$ cat config.mk
export PLATFORM = sky130hd
export DESIGN_NAME = sb_boundary_init
export DESIGN_NICKNAME = d
export VERILOG_FILES = /design/src/rtl/sbinit_pkg.sv /design/src/rtl/sbinit_norm.sv /design/src/rtl/sbinit_ctrl.sv /design/src/rtl/sbinit_dpath.sv /design/src/rtl/sb_boundary_init.sv
export SDC_FILE = /design/constraint.sdc
export NUM_CORES = 2
export LEC_CHECK = 0
export BUFFER_PORTS_ARGS = -buffer_cell sky130_fd_sc_hd__buf_4
export CAP_MARGIN = 10
export CELL_PAD_IN_SITES_DETAIL_PLACEMENT = 0
export CELL_PAD_IN_SITES_GLOBAL_PLACEMENT = 2
export CORE_AREA = 4 4 505 507
export CTS_BUF_LIST = sky130_fd_sc_hd__clkbuf_8
export CTS_CLUSTER_DIAMETER = 200
export CTS_CLUSTER_SIZE = 8
export DETAILED_ROUTE_END_ITERATION = 12
export DIE_AREA = 0 0 509 511
export PLACE_DENSITY_LB_ADDON = 0.1
export SLEW_MARGIN = 20
export SYNTH_ARGS = -nofsm -noshare
export SYNTH_HDL_FRONTEND = slang
export SYNTH_SLANG_ARGS = --single-unit
$ cat constraint.sdc
create_clock -name clk -period 2.2 [get_ports clk]
set_clock_uncertainty 0.05 [all_clocks]
set_input_delay 0.33 -clock clk [delete_from_list [all_inputs] [get_ports clk]]
set_output_delay 0.33 -clock clk [all_outputs]
set_load 0.03 [all_outputs]
$ cat src/rtl/sbinit_pkg.sv
package sbinit_pkg;
  // strobes from control to datapath
  typedef struct packed {
    logic loadUniform;   // first-iteration start
    logic loadNeighbour; // later-iteration start
    logic acqSet;        // prolog requested with a first-iteration start
  } sbinit_ctrl_t;
endpackage

$ cat src/rtl/sbinit_norm.sv
module sbinit_norm #(
  parameter int NUM_ST = 8,
  parameter int MET_W  = 10
) (
  input  logic [NUM_ST*MET_W-1:0] vecIn,
  output logic [NUM_ST*MET_W-1:0] vecOut
);
  logic [MET_W-1:0] minVal;

  always_comb begin
    minVal = vecIn[MET_W-1:0];
    for (int s = 1; s < NUM_ST; s++) begin
      if (vecIn[s*MET_W +: MET_W] < minVal) minVal = vecIn[s*MET_W +: MET_W];
    end
  end

  for (genvar s = 0; s < NUM_ST; s++) begin : g_sub
    assign vecOut[s*MET_W +: MET_W] = vecIn[s*MET_W +: MET_W] - minVal;
  end
endmodule

$ cat src/rtl/sbinit_ctrl.sv
module sbinit_ctrl
  import sbinit_pkg::*;
(
  input  logic         iterStart,
  input  logic         firstIter,
  input  logic         prologEn,
  output sbinit_ctrl_t ctrl
);
  always_comb begin
    ctrl.loadUniform   = iterStart & firstIter;
    ctrl.loadNeighbour = iterStart & ~firstIter;
    ctrl.acqSet        = iterStart & firstIter & prologEn;
  end
endmodule

$ cat src/rtl/sbinit_dpath.sv
module sbinit_dpath
  import sbinit_pkg::*;
#(
  parameter int NUM_SB   = 4,
  parameter int NUM_ST   = 8,
  parameter int MET_W    = 10,
  parameter int INIT_VAL = 0,
  parameter int ACQ_LEN  = 24,
  parameter int ACQ_LW   = 5
) (
  input  logic                         clk,
  input  logic                         rstN,
  input  sbinit_ctrl_t                 ctrl,
  input  logic [NUM_SB*NUM_ST*MET_W-1:0] alphaEnd,
  input  logic [NUM_SB-1:0]            alphaEndValid,
  input  logic [NUM_SB*NUM_ST*MET_W-1:0] betaEnd,
  input  logic [NUM_SB-1:0]            betaEndValid,
  output logic [NUM_SB*NUM_ST*MET_W-1:0] alphaInit,
  output logic [NUM_SB*NUM_ST*MET_W-1:0] betaInit,
  output logic [ACQ_LW-1:0]            acqLen,
  output logic [NUM_SB-1:0]            missFwd,
  output logic [NUM_SB-1:0]            missBwd
);
  localparam int VW = NUM_ST*MET_W;
  localparam logic [VW-1:0] UNI = {NUM_ST{MET_W'(INIT_VAL)}};

  logic [NUM_SB*VW-1:0] normA, normB;
  logic [VW-1:0] shA [NUM_SB];
  logic [VW-1:0] shB [NUM_SB];
  logic [VW-1:0] actA [NUM_SB];
  logic [VW-1:0] actB [NUM_SB];
  logic [NUM_SB-1:0] shAV, shBV;
  logic [ACQ_LW-1:0] acqLenQ;
  logic anyStart;

  assign anyStart = ctrl.loadUniform | ctrl.loadNeighbour;

  for (genvar k = 0; k < NUM_SB; k++) begin : g_sb
    sbinit_norm #(.NUM_ST(NUM_ST), .MET_W(MET_W)) u_normA (
      .vecIn(alphaEnd[k*VW +: VW]), .vecOut(normA[k*VW +: VW]));
    sbinit_norm #(.NUM_ST(NUM_ST), .MET_W(MET_W)) u_normB (
      .vecIn(betaEnd[k*VW +: VW]), .vecOut(normB[k*VW +: VW]));
    assign alphaInit[k*VW +: VW] = actA[k];
    assign betaInit[k*VW +: VW]  = actB[k];
  end

  always_ff @(posedge clk or negedge rstN) begin
    if (!rstN) begin
      for (int k = 0; k < NUM_SB; k++) begin
        shA[k]  <= '0;
        shB[k]  <= '0;
        actA[k] <= UNI;
        actB[k] <= UNI;
      end
      shAV    <= '0;
      shBV    <= '0;
      missFwd <= '0;
      missBwd <= '0;
      acqLenQ <= '0;
    end else begin
      for (int k = 0; k < NUM_SB; k++) begin
        // delivery from the shadow bank as it stood before this edge
        if (ctrl.loadUniform) begin
          actA[k]    <= UNI;
          actB[k]    <= UNI;
          missFwd[k] <= 1'b0;
          missBwd[k] <= 1'b0;
        end else if (ctrl.loadNeighbour) begin
          if (shAV[(k+NUM_SB-1)%NUM_SB]) begin
            actA[k]    <= shA[(k+NUM_SB-1)%NUM_SB];
            missFwd[k] <= 1'b0;
          end else begin
            actA[k]    <= UNI;
            missFwd[k] <= 1'b1;
          end
          if (shBV[(k+1)%NUM_SB]) begin
            actB[k]    <= shB[(k+1)%NUM_SB];
            missBwd[k] <= 1'b0;
          end else begin
            actB[k]    <= UNI;
            missBwd[k] <= 1'b1;
          end
        end
        // capture into the shadow bank; a strobe beats the start clear
        if (alphaEndValid[k]) begin
          shA[k]  <= normA[k*VW +: VW];
          shAV[k] <= 1'b1;
        end else if (anyStart) begin
          shAV[k] <= 1'b0;
        end
        if (betaEndValid[k]) begin
          shB[k]  <= normB[k*VW +: VW];
          shBV[k] <= 1'b1;
        end else if (anyStart) begin
          shBV[k] <= 1'b0;
        end
      end
      if (anyStart) acqLenQ <= ctrl.acqSet ? ACQ_LW'(ACQ_LEN) : '0;
    end
  end

  assign acqLen = acqLenQ;
endmodule

$ cat src/rtl/sb_boundary_init.sv
module sb_boundary_init
  import sbinit_pkg::*;
#(
  parameter int NUM_SB   = 4,
  parameter int NUM_ST   = 8,
  parameter int MET_W    = 10,
  parameter int INIT_VAL = 0,
  parameter int ACQ_LEN  = 24,
  parameter int ACQ_LW   = $clog2(ACQ_LEN+1)
) (
  input  logic                           clk,
  input  logic                           rstN,
  input  logic                           iterStart,
  input  logic                           firstIter,
  input  logic                           prologEn,
  input  logic [NUM_SB*NUM_ST*MET_W-1:0] alphaEnd,
  input  logic [NUM_SB-1:0]              alphaEndValid,
  input  logic [NUM_SB*NUM_ST*MET_W-1:0] betaEnd,
  input  logic [NUM_SB-1:0]              betaEndValid,
  output logic [NUM_SB*NUM_ST*MET_W-1:0] alphaInit,
  output logic [NUM_SB*NUM_ST*MET_W-1:0] betaInit,
  output logic [ACQ_LW-1:0]              acqLen,
  output logic [NUM_SB-1:0]              missFwd,
  output logic [NUM_SB-1:0]              missBwd
);
  sbinit_ctrl_t ctrl;

  sbinit_ctrl u_ctrl (
    .iterStart(iterStart), .firstIter(firstIter), .prologEn(prologEn), .ctrl(ctrl));

  sbinit_dpath #(
    .NUM_SB(NUM_SB), .NUM_ST(NUM_ST), .MET_W(MET_W),
    .INIT_VAL(INIT_VAL), .ACQ_LEN(ACQ_LEN), .ACQ_LW(ACQ_LW)
  ) u_dpath (
    .clk(clk), .rstN(rstN), .ctrl(ctrl),
    .alphaEnd(alphaEnd), .alphaEndValid(alphaEndValid),
    .betaEnd(betaEnd), .betaEndValid(betaEndValid),
    .alphaInit(alphaInit), .betaInit(betaInit), .acqLen(acqLen),
    .missFwd(missFwd), .missBwd(missBwd));
endmodule

==> summary.md <==
| Metric | Value |
|---|---|
| PnR worst setup slack | -11.66 ns |
| Initial Utilization | 37.55% |
| Worst EP required | between 3 and 4 ns |
| Static Leak | slightly above 0.07 µW |
| Die area | approximately 260000 µm² |
| Hold/Removal Path Class | primary input to flop |
| Die W | a little over 500 µm |
| Area Overhead vs Synth | 60.10% |
| Final setup viols | between 600 and 700 |
| Worst R2R Start | u_dpath.shBV[0]$_DFFE_PN0P_ |
| CP Max Fanout | 7 |
| Mean Syn Cell Area | slightly above 9 µm² |
| Post-synth EDFFs | 0 |
| WHS | -0.1451 ns |
| DR vias/cell | 5.525 |
| Total track usage | about a third |
| HPWL after detailed placement | between 300000 and 400000 µm |
| CP Launch Type | primary input |
| Fill count | 21820 |
| Worst-margin pin slew | about 0.92 ns |
| Placed cells | ~18000 |
| Clock-pin slew on the worst setup and hold paths | 0.07 ns |
| Clk sinks | 1297 |
| I/O Pins | between 1000 and 1500 |
| R2r setup slk | around 0.73 ns |
| DRT iter0 DRCs | 7441 |
| Share of layout cells above drive strength 1 | 44.72% |
| Final count of hold timing violations | 22 |
| WP data arrival | 14.69 ns |
| Primary FF master, synth | dfrtp_1 |
| Status | complete, but fails checks |
| Largest net degree at the start of global routing | between 100 and 150 |
| Nets | 16720 |
| Row cnt | 184 |
| Vias in the first global route | between 100k and 150k |
| First-pass GRT wire length | 661100 µm |
| Met2 Use GR | a little over half |
| Number of synthesized register bits | 1297 |
| CTS tree | yes |
| Most frequent CP cell | a21o_1 |
| CP Class | primary input to flop |
| Cells after Synth | approximately 10000 |
| Fin Setup TNS | -6814.11 ns |
| Port bufs | 1302 |
| Global Route met1 Usage | between 40% and 50% |
| Routed wire length | between 400000 and 500000 µm |
| Drt wl/cell | about 25 µm |
| Max Freq | 72.15 MHz |
| Detail Route Antenna Nets | 0 |
| Commonest cells post-synth | dfrtp_1 (1297), ha_1 (864), nor2_1 (806) |
| Hold depth | 4 |
| Max transition margin | about two fifths |
| Seq/Total Area, Yosys | approximately a third |
| DRC | 0 |
| Ys Warns | 0 |
| GP Congestion | a little over 1 |
| Synth async-reset ratio | between 90% and 100% |
| Via count | just over 100k |
| Pre-CTS setup slack | -13.38 ns |
| Remaining global-route overflow | 0 |
| Number of buffers created by CTS | between 150 and 200 |
| Met3 Use GR | approximately 5.8% |
| Leading area contributor after synthesis | dfrtp_1 |
| Hold endpoint | u_dpath.shB[310]$_DFFE_PN0P_ |
| R2R Path End | u_dpath.betaInit[310]$_DFFE_PN0P_ |
| Antenna violations before repair | 74 |
| Total power | 260600 µW |
| Synth cell types | 112 |
| Clock latency on the worst-skew pair | between 1 and 1.5 ns |
| CP max-delay cell | a2111o_1 |
| H-tree depth | 4 |
| Count leader, synth | dfrtp_1 |
| Max-slew violations | 0 |
| Min cycle time layout | between 10 and 15 ns |
| Deepest clock path buffer count | 3 |
| Mapped Area | approximately 94000 µm² |
| Max_cap viols | 0 |
| Final std cells w/o fill | approximately 19000 |
| Worst path max stage delay | roughly 0.49 ns |
| Failing checks | hold timing, setup timing |
| Die Span Y | around 510 µm |
| Core area | 250500 µm² |
| Top post-synthesis cells by area | dfrtp_1 (35%), ha_1 (11%), a22o_1 (6.0%), xnor2_1 (5.1%), mux2_2 (4.2%) |
| Reg2Reg Depth | 3 |
| RSZ-0062 raised after global routing | yes |
| Worst hold start | betaEnd[70] |
| Kind of end point of the critical path | flop |
| Crit share post-route | 630.0% |
| CTS root buffer | clkbuf_8 |
| Peak VDD IR | 0.8696 mV |
| Pwr dens | roughly 1700 nW/µm² |
| Area share of the largest cell type after synthesis | between 30% and 40% |
| TritonRoute pass-1 iters | 6 |
| Grt peak-use layer | met2 |
sequential cells by signal (all words and copies together) (netlist names):
| name | cells |
|---|---|
| u_dpath.betaInit | 320 |
| u_dpath.missFwd | 4 |
| u_dpath.shAV | 4 |
| u_dpath.shBV | 4 |
| u_dpath.acqLen | 1 |
| u_dpath.shA | 320 |
| u_dpath.alphaInit | 320 |
| u_dpath.shB | 320 |
| u_dpath.missBwd | 4 |
logic make-up (layout without fill, tap and decap cells):
logic type | after synthesis | after routing | synth area share (%)
compound gates | 3196 | 3199 | 24.10
simple gates | 2354 | 2358 | 11.93
flops | 1297 | 1297 | 34.51
buf+inv | 1128 | 6208 | 4.602
fa+ha+maj | 977 | 977 | 12.72
xor+xnor | 645 | 645 | 6.007
mux | 531 | 533 | 6.136
other cells | 1 | 50 | 0.003987
placed cells by master (no fill, tap or decap), types with 70 or more instances in the layout:
cell type / n
dfrtp_1: 1297
nor3_1: 160
mux2_2: 293
ha_1: 649
o211ai_1: 85
a31oi_1: 107
nand2_1: 458
clkbuf_8: 181
buf_6: 133
nor2_1: 716
mux2i_1: 121
xnor2_1: 531
and3_1: 93
inv_1: 558
a211oi_1: 95
a22o_1: 642
nand3_1: 164
inv_2: 75
o21ai_0: 267
ha_4: 175
a21oi_2: 204
nand2b_1: 70
dlygate4sd3_1: 480
xor2_1: 96
o31ai_1: 85
a21oi_1: 531
o21a_1: 78
buf_12: 106
a21o_1: 195
buf_4: 4609
per-layer routing:
| layer | vias to the layer above | share of wire [%] |
|---|---|---|
| met5 | - | 0.024 |
| li1 | 47720 | - |
| met3 | 830 | 7.0 |
| met1 | 50570 | 42 |
| met4 | 16 | 5.9 |
| met2 | 3723 | 45 |
per-stage QoR:
step,utilization (%),cell area (µm²)
4_1_cts,57.77,144700
3_3_place_gp,53.14,133100
6_report,60.11,150600
5_1_grt,60.11,150600
2_1_floorplan,-,95920
3_5_place_dp,53.14,133100
how the worst max path moves through the flow:
| stage | startpoint | end | slack [ns] | depth (start not counted) |
|---|---|---|---|---|
| floorplan | alphaEnd[161] | u_dpath.shA[148]$_DFFE_PN0P_ | -13.15 | 81 |
| CTS | betaEnd[81] | u_dpath.shB[168]$_DFFE_PN0P_ | -11.54 | 81 |
| finish | betaEnd[81] | u_dpath.shB[226]$_DFFE_PN0P_ | -11.66 | 80 |
| global route | betaEnd[81] | u_dpath.shB[226]$_DFFE_PN0P_ | -12.23 | 79 |
| detailed placement | alphaEnd[243] | u_dpath.shA[48]$_DFFE_PN0P_ | -13.38 | 77 |
| global placement | alphaEnd[243] | u_dpath.shA[38]$_DFFE_PN0P_ | -13.14 | 77 |
where the power goes:
group	leakage (µW)	total (µW)	switching [µW]	internal, µW
combinational	0.0546	203000	99800	103000
clock	0.00139	17300	9910	7420
sequential	0.0162	40400	7500	32900
total	0.0722	261000	117000	143000
what timing repair did:
| item | CTS | global route |
|---|---|---|
| gates resized for setup | 614 | 949 |
| hold buffers | 481 | 1 |
| pin swaps | 320 | 446 |
| hold endpoints to repair | 2005 | 25 |
| cloned | 12 | 9 |
| endpoints found under the setup margin | 671 | 656 |
| setup buffers | 189 | 194 |
critical path: cells and delay by family:
kind	cells	cell delay (ns)
compound gates	39	7.90
fa+ha+maj	9	1.96
xor+xnor	1	0.05
mux	2	0.49
buf+inv	12	1.40
simple gates	17	2.54
cell type report:
cell class	instances	area, µm²	share of cell area (%)
Clock buffer	181	2491	1.654
Antenna cell	47	117.6	0.07811
Multi-Input combinational cell	7715	65230	43.32
Tap cell	3348	4189	2.782
Clock inverter	16	185.2	0.1230
Inverter	665	2591	1.721
Timing Repair Buffer	5346	43310	28.77
Sequential cell	1297	32460	21.56
Note: power is estimated with default switching activity, not from simulation.
